[src/rtl/sot_align_pkg.sv]
package sot_align_pkg;
  typedef enum logic [1:0] {
    ST_IDLE,
    ST_SEARCH,
    ST_LOCK,
    ST_DROP
  } lane_state_e;

  localparam int ERR_BITS  = 3;
  localparam int ERR_ONE   = 0;
  localparam int ERR_MULTI = 1;
  localparam int ERR_LSB   = 2;
endpackage

[src/rtl/sot_window_scan.sv]
// Grades every bit offset of a two-word window against the sync byte.
module sot_window_scan #(
  parameter int BYTE_W = 8,
  parameter logic [BYTE_W-1:0] SYNC = 8'hB8,
  parameter int OFF_W = $clog2(BYTE_W)
) (
  input  logic [2*BYTE_W-1:0] win,
  output logic                accept,
  output logic [OFF_W-1:0]    accept_off,
  output logic                accept_one,
  output logic                accept_lsb,
  output logic                reject_pair
);
  localparam logic [BYTE_W-1:0] PAIR_MASK = BYTE_W'(3);

  logic [BYTE_W-1:0] exact_v;
  logic [BYTE_W-1:0] one_v;
  logic [BYTE_W-1:0] pair_v;
  logic [BYTE_W-1:0] lsb_v;

  for (genvar k = 0; k < BYTE_W; k++) begin : g_off
    logic [BYTE_W-1:0] diff;
    assign diff       = win[k +: BYTE_W] ^ SYNC;
    assign exact_v[k] = (diff == '0);
    assign one_v[k]   = ($countones(diff) == 1);
    assign pair_v[k]  = (diff == PAIR_MASK);
    assign lsb_v[k]   = (diff[1:0] != 2'b00) && (diff[BYTE_W-1:2] == '0);
  end

  logic [OFF_W-1:0] ex_off;
  logic [OFF_W-1:0] one_off;

  always_comb begin
    ex_off  = '0;
    one_off = '0;
    for (int k = BYTE_W - 1; k >= 0; k--) begin
      if (exact_v[k]) ex_off = OFF_W'(k);
      if (one_v[k])   one_off = OFF_W'(k);
    end
  end

  always_comb begin
    accept      = 1'b0;
    accept_off  = '0;
    accept_one  = 1'b0;
    accept_lsb  = 1'b0;
    reject_pair = 1'b0;
    if (|exact_v) begin
      accept     = 1'b1;
      accept_off = ex_off;
    end else if (|pair_v) begin
      reject_pair = 1'b1;
    end else if (|one_v) begin
      accept     = 1'b1;
      accept_off = one_off;
      accept_one = 1'b1;
      accept_lsb = lsb_v[one_off];
    end
  end
endmodule

[src/rtl/sot_search_ctrl.sv]
// Burst state machine: search with word budget, lock, or drop.
module sot_search_ctrl
  import sot_align_pkg::*;
#(
  parameter int SEARCH_LIMIT = 4,
  parameter int OFF_W = 3
) (
  input  logic                clk,
  input  logic                rst_n,
  input  logic                hs_active,
  input  logic                take,
  input  logic                accept,
  input  logic [OFF_W-1:0]    accept_off,
  input  logic                accept_one,
  input  logic                accept_lsb,
  input  logic                reject_pair,
  output logic                emit,
  output logic [OFF_W-1:0]    lock_off,
  output logic [ERR_BITS-1:0] err_set
);
  localparam int CNT_W = $clog2(SEARCH_LIMIT + 1);
  localparam logic [CNT_W-1:0] LAST_WORD = CNT_W'(SEARCH_LIMIT - 1);

  lane_state_e      state_q, state_d;
  logic [CNT_W-1:0] cnt_q, cnt_d;
  logic [OFF_W-1:0] off_q, off_d;

  always_comb begin
    state_d = state_q;
    cnt_d   = cnt_q;
    off_d   = off_q;
    err_set = '0;
    if (!hs_active) begin
      state_d = ST_IDLE;
      cnt_d   = '0;
      off_d   = '0;
    end else begin
      unique case (state_q)
        ST_IDLE, ST_SEARCH: begin
          state_d = ST_SEARCH;
          if (take) begin
            if (accept) begin
              state_d          = ST_LOCK;
              off_d            = accept_off;
              err_set[ERR_ONE] = accept_one;
              err_set[ERR_LSB] = accept_lsb;
            end else if (reject_pair) begin
              state_d            = ST_DROP;
              err_set[ERR_MULTI] = 1'b1;
              err_set[ERR_LSB]   = 1'b1;
            end else if (cnt_q == LAST_WORD) begin
              state_d            = ST_DROP;
              err_set[ERR_MULTI] = 1'b1;
            end else begin
              cnt_d = cnt_q + 1'b1;
            end
          end
        end
        ST_LOCK: state_d = ST_LOCK;
        ST_DROP: state_d = ST_DROP;
        default: state_d = ST_IDLE;
      endcase
    end
  end

  always_ff @(posedge clk or negedge rst_n) begin
    if (!rst_n) begin
      state_q <= ST_IDLE;
      cnt_q   <= '0;
      off_q   <= '0;
    end else begin
      state_q <= state_d;
      cnt_q   <= cnt_d;
      off_q   <= off_d;
    end
  end

  assign emit     = (state_q == ST_LOCK) && take;
  assign lock_off = off_q;
endmodule

[src/rtl/sot_byte_extract.sv]
// Holds the previous word and slices aligned bytes from the window.
module sot_byte_extract #(
  parameter int BYTE_W = 8,
  parameter int OFF_W = 3
) (
  input  logic                clk,
  input  logic                rst_n,
  input  logic                hs_active,
  input  logic                take,
  input  logic                emit,
  input  logic [BYTE_W-1:0]   in_word,
  input  logic [OFF_W-1:0]    off,
  output logic [2*BYTE_W-1:0] win,
  output logic                out_valid,
  output logic [BYTE_W-1:0]   out_data
);
  logic [BYTE_W-1:0] prev_q;

  assign win = {in_word, prev_q};

  always_ff @(posedge clk or negedge rst_n) begin
    if (!rst_n) begin
      prev_q    <= '0;
      out_valid <= 1'b0;
      out_data  <= '0;
    end else begin
      if (!hs_active)  prev_q <= '0;
      else if (take)   prev_q <= in_word;
      out_valid <= emit;
      if (emit) out_data <= win[off +: BYTE_W];
    end
  end
endmodule

[src/rtl/sot_err_sticky.sv]
// Sticky fault bits with per-bit write-one-to-clear; a new set wins.
module sot_err_sticky #(
  parameter int N = 3
) (
  input  logic         clk,
  input  logic         rst_n,
  input  logic [N-1:0] set,
  input  logic [N-1:0] clr,
  output logic [N-1:0] flags
);
  always_ff @(posedge clk or negedge rst_n) begin
    if (!rst_n) flags <= '0;
    else        flags <= (flags & ~clr) | set;
  end
endmodule

[src/rtl/sot_byte_aligner.sv]
module sot_byte_aligner
  import sot_align_pkg::*;
#(
  parameter int BYTE_W = 8,
  parameter logic [BYTE_W-1:0] SYNC_PATTERN = 8'hB8,
  parameter int SEARCH_LIMIT = 4
) (
  input  logic                clk,
  input  logic                rst_n,
  input  logic                hs_active,
  input  logic                in_valid,
  input  logic [BYTE_W-1:0]   in_word,
  output logic                out_valid,
  output logic [BYTE_W-1:0]   out_data,
  output logic [ERR_BITS-1:0] err_flags,
  input  logic [ERR_BITS-1:0] err_clr
);
  localparam int OFF_W = $clog2(BYTE_W);

  logic                take;
  logic [2*BYTE_W-1:0] win;
  logic                accept, accept_one, accept_lsb, reject_pair, emit;
  logic [OFF_W-1:0]    accept_off, lock_off;
  logic [ERR_BITS-1:0] err_set;

  assign take = hs_active && in_valid;

  sot_window_scan #(.BYTE_W(BYTE_W), .SYNC(SYNC_PATTERN), .OFF_W(OFF_W)) scan_i (
    .win(win), .accept(accept), .accept_off(accept_off),
    .accept_one(accept_one), .accept_lsb(accept_lsb), .reject_pair(reject_pair)
  );

  sot_search_ctrl #(.SEARCH_LIMIT(SEARCH_LIMIT), .OFF_W(OFF_W)) ctrl_i (
    .clk(clk), .rst_n(rst_n), .hs_active(hs_active), .take(take),
    .accept(accept), .accept_off(accept_off), .accept_one(accept_one),
    .accept_lsb(accept_lsb), .reject_pair(reject_pair),
    .emit(emit), .lock_off(lock_off), .err_set(err_set)
  );

  sot_byte_extract #(.BYTE_W(BYTE_W), .OFF_W(OFF_W)) extract_i (
    .clk(clk), .rst_n(rst_n), .hs_active(hs_active), .take(take), .emit(emit),
    .in_word(in_word), .off(lock_off), .win(win),
    .out_valid(out_valid), .out_data(out_data)
  );

  sot_err_sticky #(.N(ERR_BITS)) flags_i (
    .clk(clk), .rst_n(rst_n), .set(err_set), .clr(err_clr), .flags(err_flags)
  );
endmodule

[config.mk]
export PLATFORM = sky130hd
export DESIGN_NAME = sot_byte_aligner
export DESIGN_NICKNAME = d
export VERILOG_FILES = /design/src/rtl/sot_align_pkg.sv /design/src/rtl/sot_window_scan.sv /design/src/rtl/sot_search_ctrl.sv /design/src/rtl/sot_byte_extract.sv /design/src/rtl/sot_err_sticky.sv /design/src/rtl/sot_byte_aligner.sv
export SDC_FILE = /design/constraint.sdc
export NUM_CORES = 1
export LEC_CHECK = 0
export ABC_AREA = 0
export BUFFER_PORTS_ARGS = -buffer_cell sky130_fd_sc_hd__buf_2
export CORE_ASPECT_RATIO = 1.25
export CORE_MARGIN = 5
export CORE_UTILIZATION = 50
export CTS_BUF_LIST = sky130_fd_sc_hd__clkbuf_4
export CTS_CLUSTER_SIZE = 16
export DETAILED_ROUTE_END_ITERATION = 8
export HOLD_SLACK_MARGIN = 0.02
export PLACE_DENSITY = 0.69
export SYNTH_ARGS = -nofsm -noshare
export SYNTH_HDL_FRONTEND = slang
export SYNTH_SLANG_ARGS = --single-unit
[constraint.sdc]
create_clock -name clk -period 10.21 [get_ports clk]
set_clock_uncertainty 0.05 [all_clocks]
set_input_delay 2.042 -clock clk [delete_from_list [all_inputs] [get_ports clk]]
set_output_delay 2.042 -clock clk [all_outputs]
set_load 0.05 [all_outputs]
==> results_dict.tcl, run 1 <==
set metrics [dict create \
    status "completed" \
    htree_num_levels 1 \
    slew_headroom_pct 54.5 \
    yosys_warnings 0 \
    holdWs_ns 0.442 \
    fin_tns_setup_ns 0 \
    maxSlewViolCount 0 \
    slowest_stage "or4b_1" \
    grt_max_degree 29 \
    via_per_inst 5.74 \
    path_common_cell "inv_1" \
    post-cts-setup-buffers 0 \
    dieArea_um2 9430 \
    die_x_um 87.9 \
    grt.total_usage_pct 21.0 \
    powerDensity_nw_per_um2 170 \
    fin_crit_sh_pct 58.4 \
    synthToLayoutAreaGrowth_pct 6.93 \
    insertedDiodeCount 0 \
    min_period_ns 5.96 \
    ys.flop_type "dfrtp_1" \
    grt_pass1_vias 3131 \
    crit_chain "buf_2 > inv_1 > ha_1 > fa_1 > inv_1 > fa_1 > inv_1 > ha_1 > inv_1 > fa_1 > nand4b_1 > or4b_1 > nor3_2 > nand4_1 > xnor2_1 > and2_1" \
    worst_path_largest_cell_delay_ns 0.65 \
    rsz0062_at_grt "no" \
    fill_cells 671 \
    place_area_um2 4000 \
    cts.sink_count 28 \
    cts-root-buf "clkbuf_4" \
    synthArstFlopShare_pct 100 \
    place_congestion 0.974 \
    grt_pass1_wl_um 15300 \
    cp.required_ns 10.41 \
    hold_viol_final 0 \
    synth_cell_types 55 \
    postLayoutCellArea_um2 4050 \
    syn_area_um2 3790 \
    crit_type "input pin to flip-flop" \
    wire_per_inst_um 18.4 \
    drtIter0Drc 137 \
    crit_path_max_fanout 8 \
    end_kind "flip-flop" \
    initial_core_util_pct 51.2 \
    cts_buffers 3 \
    drive_gt1_share_pct 10.9 \
    io_pins 27 \
    power_leakage_nw 1.99 \
    peakVddDrop_mv 0.100 \
    synth_nets 502 \
    max_freq_ghz 0.168 \
    finalSetupViolCount 0 \
    seq_area_frac_synth_pct 18.5 \
    synthTopCellsByArea "ha_1 22%, dfrtp_1 18%, fa_1 17%" \
    row_count 35 \
    yosys.area.top_type "ha_1" \
    ys_seq_elements 28 \
    routed_wl_um 9260 \
    fp.dieH_um 107 \
    final_nets 525 \
    cts_tree "done" \
    hold_class "flip-flop to flip-flop" \
    syn_inst 389 \
    clock_path_buffers 2 \
    avgSynthCellArea_um2 9.74 \
    max_cap_violations 0 \
    clkTransAtPathRegs_ns 0.16 \
    num_vias 2886 \
    drc 0 \
    cts_resized 0 \
    coreArea_um2 7400 \
    port_buffers 26 \
    firstDrtPassIters 5 \
    startpoint_type "input pin" \
    fin_cells 503 \
    antenna_found_initial 0 \
    synth_edf_count 0 \
    yosys.area.top_type_share_pct 21.8 \
    final_core_util_pct 54.8 \
    critPathArrivalTime_ns 6.16 \
    hold_buffers 0 \
    placed_cells 499 \
    overflow 0 \
    ant_nets 0 \
    dp_hpwl_um 7920 \
    tightest_slew_ns 0.683 \
    clk_latency_ns 0.33 \
]
==> metrics by stage <==
stage / setup WS, ns / total power, mW
global placement: 3.89 / 0.608
floorplan: 4.52 / 0.517
CTS: 4.21 / 0.694
detailed placement: 3.85 / 0.619
finish: 4.25 / 0.688
global route: 3.97 / 0.753
==> layer usage <==
metal,routed length (um),vias up,share of wire [%],GRT usage (%)
met1,3730,1397,40,23.9
met4,620,0,6.7,12.4
met5,0,-,0,0
met3,288,38,3.1,1.38
met2,4620,88,50,37.9
li1,-,1363,-,-
==> worst paths after layout <==
path	from	endpoint	slack (ns)	depth (start not counted)
setup / recovery	in_word[0]	ctrl_i.cnt_q[0]	4.25	16
hold / removal	extract_i.out_data[2]	extract_i.out_data[2]	0.44	2
setup reg to reg	extract_i.prev_q[5]	ctrl_i.cnt_q[0]	5.43	14
hold reg to reg	extract_i.out_data[2]	extract_i.out_data[2]	0.44	2
max in group asynchronous	rst_n	extract_i.out_data[2]	8.05	1
min in group asynchronous	rst_n	extract_i.out_data[4]	1.66	1
==> kinds of logic (layout without fill, tap and decap cells) <==
kind of cell,after synthesis,count (layout),share of synthesized area (%)
adders and majority gates,98,98,38.7
and+or+nand+nor,100,100,16.3
xor gates and xnor gates,1,1,0.231
muxes,24,24,8.02
buffers and inverters,88,110,8.85
DFF,28,28,18.5
AOI/OAI and AO/OA,50,50,9.38
==> area by class of cell <==
type / count / area [um2] / share of cell area (%)
sequential: 28 / 701 / 17.3
clock buffer: 3 / 22.5 / 0.556
clock inverter: 1 / 30.0 / 0.741
timing repair buffer: 26 / 130 / 3.21
inverter: 80 / 300 / 7.41
tap: 92 / 115 / 2.84
multi-input combinational: 273 / 2750 / 68.0
==> critical path, delay by kind of cell <==
kind	cells	cell delay [ns]
AND/OR/NAND/NOR	5	1.46
adder cells (fa/ha/maj)	5	1.94
buffers and inverters	5	0.49
XOR/XNOR	1	0.21
==> Yosys cell counts (2+ instances only) <==
cell,n
inv_1,79
ha_1,66
fa_1,32
dfrtp_1,28
nand2_1,28
mux2i_1,18
nand4_1,13
o21ai_0,13
nor2b_1,10
nand3_1,9
nor2_1,7
clkbuf_1,5
mux4_2,5
nand4b_1,5
a21oi_1,4
a31oi_1,4
and2_1,4
o22ai_1,4
or4b_1,4
a211o_1,3
a21boi_0,3
nand2b_1,3
nor3_1,3
a211oi_1,2
a22oi_1,2
and3_1,2
nor4b_1,2
o211ai_1,2
o31ai_2,2
o32ai_1,2
==> registers in the layout, summed over array words and instances, names as in the netlist <==
signal and count:
ctrl_i.cnt_q 3, ctrl_i.lock_off 3, ctrl_i.state_q 2, extract_i.out_data 8, extract_i.out_valid 1, extract_i.prev_q 8
flags_i.flags 3
==> power breakdown <==
part,switching (mW),internal (mW),total (mW)
clock,0.0342,0.0397,0.0739
combinational,0.270,0.175,0.444
sequential,0.0347,0.136,0.170
total,0.339,0.350,0.688
==> cell usage in the layout (no fill, tap or decap), drive strengths merged, types with 2 or more instances in the layout <==
master	n
o32ai	2
a22oi	2
inv	79
o31ai	2
nor4	2
and3	2
nand2b	4
o22ai	4
nand3	9
o21ai	13
mux2i	18
a31oi	4
buf	26
mux4	5
a21oi	4
fa	32
ha	66
o211ai	2
nor2	7
and2	4
nor3	4
a211o	3
clkbuf	3
nor2b	10
or4b	5
nand4b	5
dfrtp	28
nor4b	4
a21boi	3
nand4	13
a211oi	2
nand2	28
No activity file was read; power rests on OpenSTA's default activity.
==> run 2, diff against run 1 <==
--- a/config.mk
+++ b/config.mk
@@ -14,7 +14,7 @@
 export CTS_CLUSTER_SIZE = 16
 export DETAILED_ROUTE_END_ITERATION = 8
 export HOLD_SLACK_MARGIN = 0.02
-export PLACE_DENSITY = 0.69
+export PLACE_DENSITY = 0.72
 export SYNTH_ARGS = -nofsm -noshare
 export SYNTH_HDL_FRONTEND = slang
 export SYNTH_SLANG_ARGS = --single-unit
==> constraint.sdc (replaced) <==
create_clock -name clk -period 5.15 [get_ports clk]
set_clock_uncertainty 0.05 [all_clocks]
set_input_delay 1.03 -clock clk [delete_from_list [all_inputs] [get_ports clk]]
set_output_delay 1.03 -clock clk [all_outputs]
set_load 0.05 [all_outputs]
==> results_dict.tcl, run 2 (synthesis gave the netlist of run 1 again) <==
set metrics [dict create \
    fin_cells 525 \
    startpoint "in_word[0]" \
    port_buffers 26 \
    place_area_um2 4170 \
    startpoint_type "input pin" \
    via_per_inst 5.58 \
    final_common_cell "inv_1" \
    cts_buffers 3 \
    die_x_um 87.9 \
    wl_met2_um 4630 \
    routed_wl_um 9180 \
    drc 0 \
    ant_nets 0 \
    fin_ws_ns 0.343 \
    maxSlewViolCount 0 \
    placed_cells 521 \
    firstDrtPassIters 6 \
    initial_core_util_pct 51.2 \
    fp.dieH_um 107 \
    finalSetupViolCount 0 \
    antenna_found_initial 0 \
    min_period_ns 4.81 \
    powerDensity_nw_per_um2 333 \
    cts.sink_count 28 \
    slowest_stage "or4b_1" \
    pre_cts_ws_ns -0.000543 \
    p_int_mw 0.730 \
    dp_hpwl_um 7860 \
    row_count 35 \
    pwr-share-seq_pct 23.7 \
    postLayoutCellArea_um2 4220 \
    power_leakage_nw 2.10 \
    end_kind "flip-flop" \
    htree_num_levels 1 \
    cp.required_ns 5.32 \
    grt_pass1_vias 3120 \
    coreArea_um2 7400 \
    clock_path_buffers 2 \
    grt_max_degree 29 \
    synthToLayoutAreaGrowth_pct 11.3 \
    grt_pass1_wl_um 15600 \
    drtIter0Drc 128 \
    final_cell_mix "79 x inv_1, 66 x ha_1, 32 x fa_1" \
    overflow 0 \
    peakVddDrop_mv 0.251 \
    cts_resized 0 \
    highest_layer "met4" \
    crit_type "input pin to flip-flop" \
    post-cts-setup-buffers 0 \
    top_regs "extract_i.out_data: 8 flops, extract_i.prev_q: 8 flops" \
    clk_latency_ns 0.33 \
    path_common_cell "inv_1" \
    dieArea_um2 9430 \
    p_sw_share_pct 48.0 \
    place_congestion 0.915 \
    crit_path_max_fanout 5 \
    p_switching_mw 0.674 \
    grt.total_usage_pct 21.3 \
    drive_gt1_share_pct 15.5 \
    max_cap_violations 0 \
    multiInputGateArea_um2 2750 \
    hold_class "flip-flop to flip-flop" \
    combPwrFrac_pct 65.9 \
    r2r_start "extract_i.prev_q[5]" \
    wl_met3_um 326 \
    hold_buffers 0 \
    final_nets 547 \
    max_freq_ghz 0.208 \
    tightest_slew_ns 0.697 \
    insertedDiodeCount 0 \
    cts-root-buf "clkbuf_4" \
    hold_viol_final 0 \
    clkTransAtPathRegs_ns 0.17 \
    num_vias 2931 \
    worst_path_largest_cell_delay_ns 0.50 \
    layout.area.seq_um2 701 \
    fill_cells 646 \
    hold_start "extract_i.out_data[4]" \
    wl_met1_um 3740 \
    slew_headroom_pct 53.5 \
    fin_crit_sh_pct 93.3 \
    rrSetupSlack_ns 0.59 \
    clockPowerShare_pct 10.5 \
    status "completed" \
    critPathArrivalTime_ns 4.98 \
    io_pins 27 \
    crit_chain "buf_2 > inv_1 > buf_4 > ha_1 > inv_1 > buf_4 > fa_1 > inv_1 > fa_1 > inv_1 > ha_1 > fa_1 > or4b_1 > and4_1 > nand2b_1 > a21boi_0 > o31ai_2 > o221ai_1" \
    holdWs_ns 0.440 \
    cts_tree "done" \
    rsz0062_at_grt "no" \
    wire_per_inst_um 17.5 \
]
run 2: cell types whose count changed in the layout (fill, tap and decap cells not counted):
cell   change
buf_4     +22
run 2: power by group through the flow:
stage | combinational, mW | sequential (mW) | clock (mW)
3_5_place_dp | 0.927 | 0.339 | 0
4_1_cts | 0.930 | 0.333 | 0.147
6_report | 0.925 | 0.332 | 0.147
2_1_floorplan | 0.614 | 0.411 | 0
3_3_place_gp | 0.904 | 0.335 | 0
5_1_grt | 1.04 | 0.343 | 0.155
run 2: critical path: cells and delay by family:
family | cells | cell delay [ns]
AO/OA/AOI/OAI | 3 | 0.65
AND/OR/NAND/NOR | 3 | 0.92
adder cells (fa/ha/maj) | 5 | 1.66
buffers and inverters | 7 | 0.70
run 2: per-stage QoR:
stage           TNS (ns)  total power, mW  util [%]
4_1_cts                0             1.41      57.0
5_1_grt                0             1.54      57.0
3_5_place_dp   -0.000543             1.27      56.3
6_report               0             1.40      57.0
2_1_floorplan          0             1.03         -
3_3_place_gp           0             1.24      56.3
run 2: worst paths after layout:
path / end / cells after the start
setup / recovery: ctrl_i.lock_off[0] / 18
hold / removal: extract_i.out_data[4] / 2
setup reg to reg: ctrl_i.lock_off[0] / 15
hold reg to reg: extract_i.out_data[4] / 2
max in group asynchronous: extract_i.prev_q[0] / 1
min in group asynchronous: extract_i.out_data[6] / 1
run 2: area by class of cell:
cell class / count / area share [%]
Clock inverter: 1 / 0.712
Sequential cell: 28 / 16.6
Multi-Input combinational cell: 273 / 65.3
Inverter: 80 / 7.12
Clock buffer: 3 / 0.534
Tap cell: 92 / 2.73
Timing Repair Buffer: 48 / 7.00
run 2: per-layer routing:
metal | vias up | global-route usage (%)
met3 | 23 | 0.766
met2 | 72 | 37.0
li1 | 1411 | -
met5 | - | 0
met4 | 0 | 10.2
met1 | 1425 | 26.8
==> run 3, diff against run 2 <==
--- a/config.mk
+++ b/config.mk
@@ -14,7 +14,7 @@
 export CTS_CLUSTER_SIZE = 16
 export DETAILED_ROUTE_END_ITERATION = 8
 export HOLD_SLACK_MARGIN = 0.02
-export PLACE_DENSITY = 0.72
+export PLACE_DENSITY = 0.69
 export SYNTH_ARGS = -nofsm -noshare
 export SYNTH_HDL_FRONTEND = slang
 export SYNTH_SLANG_ARGS = --single-unit
==> constraint.sdc (replaced) <==
create_clock -name clk -period 5.77 [get_ports clk]
set_clock_uncertainty 0.05 [all_clocks]
set_input_delay 1.154 -clock clk [delete_from_list [all_inputs] [get_ports clk]]
set_output_delay 1.154 -clock clk [all_outputs]
set_load 0.05 [all_outputs]
==> results_dict.tcl, run 3 (synthesis gave the netlist of run 1 again) <==
set metrics [dict create \
    io_pins 27 \
    synthToLayoutAreaGrowth_pct 7.33 \
    hold_viol_final 0 \
    place_congestion 0.954 \
    fill_cells 682 \
    power_mw 1.22 \
    dp_hpwl_um 8100 \
    max_cap_violations 0 \
    row_count 35 \
    min_path_cells 2 \
    top_regs "extract_i.out_data: 8 flops, extract_i.prev_q: 8 flops" \
    hold_buffers 0 \
    clock_path_buffers 2 \
    ff2ff_path_depth 14 \
    crit_type "input pin to flip-flop" \
    hold_class "flip-flop to flip-flop" \
    ant_nets 0 \
    insertedDiodeCount 0 \
    clkTransAtPathRegs_ns 0.16 \
    maxSlewViolCount 0 \
    final_cell_mix "79 x inv_1, 66 x ha_1, 32 x fa_1" \
    cp.required_ns 5.98 \
    startpoint_type "input pin" \
    r2r_start "extract_i.prev_q[5]" \
    final_nets 527 \
    holdWs_ns 0.440 \
    power_leakage_nw 2.00 \
    layout.area.seq_um2 701 \
    die_x_um 87.9 \
    antenna_found_initial 0 \
    grt.total_usage_pct 21.6 \
    drc 0 \
    port_buffers 26 \
    max_freq_ghz 0.194 \
    final_common_cell "inv_1" \
    status "completed" \
    initial_core_util_pct 51.2 \
    powerDensity_nw_per_um2 301 \
    rrSetupSlack_ns 0.94 \
    slew_headroom_pct 53.9 \
    cts_buffers 3 \
    wire_per_inst_um 18.8 \
    grt_pass1_wl_um 15700 \
    post-cts-setup-buffers 0 \
    firstDrtPassIters 4 \
    dieArea_um2 9430 \
    num_vias 2924 \
    cts.sink_count 28 \
    routed_wl_um 9480 \
    placed_cells 501 \
    grt_pass1_vias 3173 \
    drtIter0Drc 125 \
    end_kind "flip-flop" \
    multiInputGateArea_um2 2750 \
    htree_num_levels 1 \
    min_period_ns 5.15 \
    coreArea_um2 7400 \
    drive_gt1_share_pct 11.4 \
    fin_cells 505 \
    clk_latency_ns 0.33 \
    critPathArrivalTime_ns 5.36 \
    fin_tns_setup_ns 0 \
    startpoint "in_word[0]" \
    tightest_slew_ns 0.692 \
    cts-root-buf "clkbuf_4" \
    overflow 0 \
    fp.dieH_um 107 \
    crit_path_max_fanout 8 \
    peakVddDrop_mv 0.205 \
    cts_tree "done" \
    r2r_end "ctrl_i.lock_off[0]" \
    rsz0062_at_grt "no" \
    cts_resized 0 \
    cp-endpoint "ctrl_i.lock_off[0]" \
    via_per_inst 5.79 \
    fin_crit_sh_pct 89.3 \
    grt_max_degree 29 \
    finalSetupViolCount 0 \
]
## run 3: cell count changes in the layout (fill, tap and decap cells not counted)
cell,change
buf_4,-20
## run 3: worst min-delay path by stage
stage	from	endpoint
3_3_place_gp	extract_i.out_data[2]	extract_i.out_data[2]
2_1_floorplan	ctrl_i.state_q[0]	ctrl_i.state_q[0]
6_report	extract_i.out_data[2]	extract_i.out_data[2]
3_5_place_dp	extract_i.out_data[5]	extract_i.out_data[5]
5_1_grt	extract_i.out_data[3]	extract_i.out_data[3]
4_1_cts	extract_i.out_data[5]	extract_i.out_data[5]
## run 3: stage by stage
step	setup WS (ns)	area [um2]	utilization, %
after CTS	0.627	4070	55.0
after floorplan	0.964	3790	-
after detailed placement	0.273	4020	54.3
final	0.619	4070	55.0
after global routing	0.448	4070	55.0
after global placement	0.372	4020	54.3
## run 3: worst max-delay path, cell delays in order
cell and delay (ns):
buf_2 0.21, inv_1 0.16, ha_1 0.32, fa_1 0.51, inv_1 0.06, fa_1 0.53
inv_1 0.04, ha_1 0.19, inv_1 0.06, fa_1 0.40, nand4b_1 0.17, or4b_1 0.63
nand2b_1 0.23, a21boi_0 0.34, o31ai_2 0.14, o221ai_1 0.19
## run 3: where the power goes
group          internal (mW)  total (mW)  switching [mW]  leakage [nW]
Sequential             0.240       0.301          0.0608         0.375
Clock                 0.0702       0.129          0.0592        0.0279
Combinational          0.313       0.792           0.479          1.60
Total                  0.624        1.22           0.599          2.00
## run 3: area by class of cell
cell class	count	share of cell area [%]
multi-input combinational	273	67.7
sequential	28	17.2
inverter	80	7.38
timing repair buffer	28	3.57
tap	92	2.83
clock inverter	1	0.738
clock buffer	3	0.554
## run 3: per-layer routing
metal / vias to the layer above / wire, um / track usage [%]
li1: 1365 / - / -
met1: 1437 / 3690 / 24.5
met2: 86 / 4840 / 38.5
met3: 36 / 287 / 1.53
met4: 0 / 652 / 13.2
met5: - / 0 / 0
